### src/rtl/baud_strobe_pkg.sv
package baud_strobe_pkg;
    typedef enum logic [1:0] {
        SRC_CORE = 2'd0,
        SRC_PRE8 = 2'd1,
        SRC_RSVD = 2'd2,
        SRC_EXT  = 2'd3
    } src_e;

    typedef enum logic [1:0] {
        DIV_HALT  = 2'd0,
        DIV_PASS  = 2'd1,
        DIV_COUNT = 2'd2
    } div_state_e;
endpackage

### src/rtl/bsg_src_tick.sv
module bsg_src_tick #(
    parameter int PRE_DIV   = 8,
    parameter int SYNC_DEPTH = 2
) (
    input  logic       clk,
    input  logic       rst_n,
    input  logic [1:0] src_sel,
    input  logic       ext_clk,
    output logic       src_tick
);
    import baud_strobe_pkg::*;
    localparam int PW = $clog2(PRE_DIV);

    logic [PW-1:0]         pre_cnt;
    logic [SYNC_DEPTH:0]   sync_q;
    logic                  pre_tick;
    logic                  ext_tick;

    always_ff @(posedge clk) begin
        if (!rst_n) pre_cnt <= '0;
        else if (pre_cnt == PW'(PRE_DIV - 1)) pre_cnt <= '0;
        else pre_cnt <= pre_cnt + 1'b1;
    end
    assign pre_tick = (pre_cnt == PW'(PRE_DIV - 1));

    always_ff @(posedge clk) begin
        if (!rst_n) sync_q <= '0;
        else sync_q <= {sync_q[SYNC_DEPTH-1:0], ext_clk};
    end
    assign ext_tick = sync_q[SYNC_DEPTH-1] & ~sync_q[SYNC_DEPTH];

    always_comb begin
        unique case (src_e'(src_sel))
            SRC_CORE: src_tick = 1'b1;
            SRC_PRE8: src_tick = pre_tick;
            SRC_RSVD: src_tick = 1'b0;
            SRC_EXT:  src_tick = ext_tick;
            default:  src_tick = 1'b0;
        endcase
    end
endmodule

### src/rtl/bsg_divider.sv
module bsg_divider #(
    parameter int DW = 16
) (
    input  logic          clk,
    input  logic          rst_n,
    input  logic [DW-1:0] divisor,
    input  logic          reload,
    input  logic          src_tick,
    output logic          samp_next
);
    import baud_strobe_pkg::*;

    div_state_e    state_q, state_d;
    logic [DW-1:0] cnt_q;
    logic          wrap;

    always_comb begin
        if (divisor == '0)              state_d = DIV_HALT;
        else if (divisor == DW'(1))     state_d = DIV_PASS;
        else                            state_d = DIV_COUNT;
    end

    // state register
    always_ff @(posedge clk) begin
        if (!rst_n) state_q <= DIV_HALT;
        else        state_q <= state_d;
    end

    assign wrap = (cnt_q == divisor - DW'(1));

    always_ff @(posedge clk) begin
        if (!rst_n || reload) cnt_q <= '0;
        else if (state_q == DIV_COUNT && src_tick) cnt_q <= wrap ? '0 : cnt_q + 1'b1;
        else if (state_q != DIV_COUNT) cnt_q <= '0;
    end

    // outputs
    always_comb begin
        samp_next = 1'b0;
        if (!reload) begin
            unique case (state_q)
                DIV_HALT:  samp_next = 1'b0;
                DIV_PASS:  samp_next = src_tick;
                DIV_COUNT: samp_next = src_tick & wrap;
                default:   samp_next = 1'b0;
            endcase
        end
    end
endmodule

### src/rtl/bsg_oversample.sv
module bsg_oversample #(
    parameter int LO_RATIO = 8,
    parameter int HI_RATIO = 16
) (
    input  logic clk,
    input  logic rst_n,
    input  logic over8,
    input  logic reload,
    input  logic samp_next,
    output logic bit_next
);
    localparam int OW = $clog2(HI_RATIO);

    logic [OW-1:0] os_q;
    logic [OW-1:0] last;

    assign last     = over8 ? OW'(LO_RATIO - 1) : OW'(HI_RATIO - 1);
    assign bit_next = samp_next & (os_q == last);

    always_ff @(posedge clk) begin
        if (!rst_n || reload) os_q <= '0;
        else if (samp_next)   os_q <= (os_q == last) ? '0 : os_q + 1'b1;
    end
endmodule

### src/rtl/baud_strobe_gen.sv
module baud_strobe_gen #(
    parameter int DW = 16
) (
    input  logic          clk,
    input  logic          rst_n,
    input  logic [1:0]    src_sel,
    input  logic [DW-1:0] divisor,
    input  logic          over8,
    input  logic          ext_clk,
    output logic          samp_en,
    output logic          bit_en
);
    localparam int CW = DW + 3;

    logic [CW-1:0] cfg_q;
    logic [CW-1:0] cfg_now;
    logic          reload;
    logic          src_tick;
    logic          samp_next;
    logic          bit_next;

    assign cfg_now = {src_sel, divisor, over8};
    assign reload  = (cfg_now != cfg_q);

    always_ff @(posedge clk) begin
        if (!rst_n) cfg_q <= '0;
        else        cfg_q <= cfg_now;
    end

    bsg_src_tick #(.PRE_DIV(8), .SYNC_DEPTH(2)) u_src (
        .clk(clk), .rst_n(rst_n), .src_sel(src_sel),
        .ext_clk(ext_clk), .src_tick(src_tick)
    );

    bsg_divider #(.DW(DW)) u_div (
        .clk(clk), .rst_n(rst_n), .divisor(divisor), .reload(reload),
        .src_tick(src_tick), .samp_next(samp_next)
    );

    bsg_oversample #(.LO_RATIO(8), .HI_RATIO(16)) u_os (
        .clk(clk), .rst_n(rst_n), .over8(over8), .reload(reload),
        .samp_next(samp_next), .bit_next(bit_next)
    );

    always_ff @(posedge clk) begin
        if (!rst_n) begin
            samp_en <= 1'b0;
            bit_en  <= 1'b0;
        end else begin
            samp_en <= samp_next;
            bit_en  <= bit_next;
        end
    end
endmodule

### config.mk
export PLATFORM = sky130hd
export DESIGN_NAME = baud_strobe_gen
export DESIGN_NICKNAME = d
export VERILOG_FILES = /design/src/rtl/baud_strobe_pkg.sv /design/src/rtl/bsg_src_tick.sv /design/src/rtl/bsg_divider.sv /design/src/rtl/bsg_oversample.sv /design/src/rtl/baud_strobe_gen.sv
export SDC_FILE = /design/constraint.sdc
export NUM_CORES = 1
export LEC_CHECK = 0
export BUFFER_PORTS_ARGS = -buffer_cell sky130_fd_sc_hd__buf_2
export CORE_ASPECT_RATIO = 1.5
export CORE_MARGIN = 5
export CORE_UTILIZATION = 64
export CTS_CLUSTER_DIAMETER = 100
export DETAILED_ROUTE_END_ITERATION = 16
export GPL_ROUTABILITY_DRIVEN = 0
export PLACE_DENSITY = 0.92
export SLEW_MARGIN = 10
export SYNTH_ARGS = -nofsm -noshare
export SYNTH_HDL_FRONTEND = slang
export SYNTH_SLANG_ARGS = --single-unit
### constraint.sdc
create_clock -name clk -period 8.8 [get_ports clk]
set_input_delay 2.2 -clock clk [delete_from_list [all_inputs] [get_ports clk]]
set_output_delay 2.2 -clock clk [all_outputs]
set_load 0.01 [all_outputs]
==> impl_metrics.env <==
export IMPL_status="complete, no violations"
export IMPL_crit_arrival_ns=5.63
export IMPL_die_area_mm2=0.00572
export IMPL_initial_core_util=0.651
export IMPL_synth_edff_count=0
export IMPL_grt_pass1_vias=2296
export IMPL_cts_resized=0
export IMPL_first_iter_violations=148
export IMPL_cts_root_buf="clkbuf_8"
export IMPL_grt_max_degree=32
export IMPL_fmax_mhz=186
export IMPL_path_class="primary input to register"
export IMPL_cts_clk_slew_worst_paths_ns=0.09
export IMPL_top_layer="met4"
export IMPL_timing_final_ws_setup_ns=3.41
export IMPL_yosysMostFrequentCell="dfxtp_1"
export IMPL_timing_rr_end="u_os.os_q[0]"
export IMPL_avgRoutedWirePerCell_um=15.3
export IMPL_critPathLaunchType="primary input"
export IMPL_holdPathEnd="u_src.pre_cnt[0]"
export IMPL_reg2reg_slack_ns=5.73
export IMPL_diodes=0
export IMPL_crit_family="simple AND/OR/NAND/NOR gates"
export IMPL_syn_area_per_cell_um2=8.56
export IMPL_hold_violations=0
export IMPL_area_delta_synth_final_pct=7.58
export IMPL_drc_errors=0
export IMPL_htreeDepth=2
export IMPL_num_vias=2288
export IMPL_finalClockSkew_ns=0.00599
export IMPL_netlist_instances=320
export IMPL_synthesis_nets=350
export IMPL_synth_seq_area_share=0.358
export IMPL_hold_path_class="register to register"
export IMPL_p_leak_nw=1.07
export IMPL_yosysTopAreaCellShare=0.358
export IMPL_ys_ff_latch=49
export IMPL_post_place_ws_ns=3.17
export IMPL_nets=362
export IMPL_worst_path_buf_inv=2
export IMPL_drive_gt1_frac=0.126
export IMPL_min_from="u_src.pre_cnt[0]"
export IMPL_holdPathStages=1
export IMPL_drt_total_wl_mm=5.80
export IMPL_wl_met1_mm=2.32
export IMPL_grt_usage=0.213
export IMPL_cts_buffers=5
export IMPL_slew_viol_final=0
export IMPL_cts_setup_buffers=0
export IMPL_syn_cell_area_mm2=0.00274
export IMPL_boundaryPins=24
export IMPL_wl_met3_um=244
export IMPL_insertion_delay_ns=0.30
export IMPL_total_power_mw=0.441
export IMPL_portBuffers=23
export IMPL_tritoncts="yes"
export IMPL_p_per_area_mw_per_mm2=150
export IMPL_yosysTopAreaCell="dfxtp_1"
export IMPL_min_period_ns=5.39
export IMPL_path_max_fanout=11
export IMPL_met2_length_mm=3.04
export IMPL_synthTopCellsByCount="dfxtp_1, xnor2_1, and2_1"
export IMPL_ant_nets=0
export IMPL_clockBufferDepth=2
export IMPL_rr_startpoint="u_div.cnt_q[8]"
export IMPL_yosysUniqueCellTypes=45
export IMPL_die_x_um=63.4
export IMPL_yosysWarnings=0
export IMPL_antenna_found_initial=0
export IMPL_overflow=0
export IMPL_dr_pass1_iters=4
export IMPL_worst_setup_path_end_kind="register"
export IMPL_cp_data_required_time_ns=9.04
export IMPL_cts_hold_buf=0
export IMPL_critical_path_slowest_cell="a2111oi_4"
export IMPL_viasPerCell=6.04
export IMPL_ys_flop_type="dfxtp_1"
export IMPL_synth_area_leaders="dfxtp_1, xnor2_1, and2_1, xor2_1, ha_1"
export IMPL_dieHeight_um=90.1
export IMPL_slowest_delay_ns=0.68
export IMPL_cap_viol_max_count=0
export IMPL_peakVddDrop_v=0.000166
export IMPL_setup_viol=0
export IMPL_timing_critical_path_cells="buf_2 -> inv_1 -> ha_1 -> or3b_1 -> a211oi_2 -> nand3_1 -> or4_4 -> a2111oi_4 -> a21oi_2 -> or4_1 -> a21oi_1"
export IMPL_async_flop_share=0
export IMPL_rsz0062_at_grt="no"
export IMPL_rows=29
export IMPL_post_route_period_util=0.612
export IMPL_fin_tns_setup_ns=0
export IMPL_grt_pass1_wl_mm=10.1
export IMPL_core_mm2=0.00421
export IMPL_worstMarginPinSlew_ns=1.07
export IMPL_clock_sinks=49
export IMPL_dp_hpwl_mm=4.24
export IMPL_slew_limit_headroom=0.283
export IMPL_reg2regPathDepth=8
[logic make-up after synthesis]
family	share of synthesized area
AO/OA/AOI/OAI	0.126
buffers and inverters	0.0447
flip-flops	0.358
adder cells (fa/ha/maj)	0.0365
multiplexers	0.0114
AND/OR/NAND/NOR	0.279
XOR/XNOR	0.144
[how the worst max path moves through the flow]
stage,start,to,slack [ns],cells past startpoint
floorplan,divisor[0],u_div.cnt_q[9],3.79,14
global route,divisor[1],u_os.os_q[0],3.17,11
finish,divisor[1],u_os.os_q[0],3.41,11
detailed placement,divisor[1],u_os.os_q[0],3.17,11
global placement,divisor[0],u_os.os_q[0],3.27,11
CTS,divisor[1],u_os.os_q[0],3.43,11
[stage by stage]
stage / area, um^2 / cells / utilization / hold WS (ns)
after global placement: 2830 / 371 / 0.672 / 0.419
final: 2950 / 379 / 0.700 / 0.443
after global routing: 2950 / 379 / 0.700 / 0.459
after floorplan: 2740 / 320 / - / 0.405
after CTS: 2940 / 379 / 0.699 / 0.446
after detailed placement: 2830 / 371 / 0.672 / 0.425
[sequential cells by signal, indices dropped and copies added (netlist names)]
register	flops
u_src.sync_q	3
bit_en	1
samp_en	1
u_div.state_q	2
u_os.os_q	4
cfg_q	19
u_div.cnt_q	16
u_src.pre_cnt	3
[power by group]
group,internal [mW],switching (mW)
combinational,0.0210,0.0266
clock,0.0851,0.0775
sequential,0.228,0.00269
[area by class of cell]
class | instances | area, um^2
clock inverters | 3 | 46.3
inverters | 10 | 37.5
fillers | 322 | 1260
clock buffers | 5 | 68.8
well taps | 46 | 57.6
multi-input cells | 243 | 1640
flip-flops and latches | 49 | 981
repair buffers | 23 | 115
[layer usage]
layer / global-route usage / vias up
met2: 0.381 / 57
met4: 0.0901 / 0
met5: 0 / -
met3: 0.0411 / 15
met1: 0.237 / 1066
li1: - / 1150
[cell usage in the layout, fill, tap and decap left out, types with 2 or more instances in the layout]
master    Yosys  layout
a21oi_1      11      11
and2_1       23      23
and3_1        9       9
and3b_1       2       2
buf_2         8      23
clkbuf_8      0       5
dfxtp_1      49      49
ha_1          8       8
inv_1         9       9
mux2i_1       2       2
nand2_1      19      19
nand3_1      15      15
nand3b_1      3       3
nand4_1       6       6
nand4b_1      2       2
nor2_1       11      11
nor2b_1       5       5
nor3_1        7       6
nor3b_1       3       3
nor4_1       12      12
o21ai_0      12      12
o21ai_1      19      19
o31ai_1       3       3
or3b_1        2       2
or4_1         5       5
or4_4         4       4
xnor2_1      31      31
xor2_1       14      14
(Power assumes the default switching activity.)
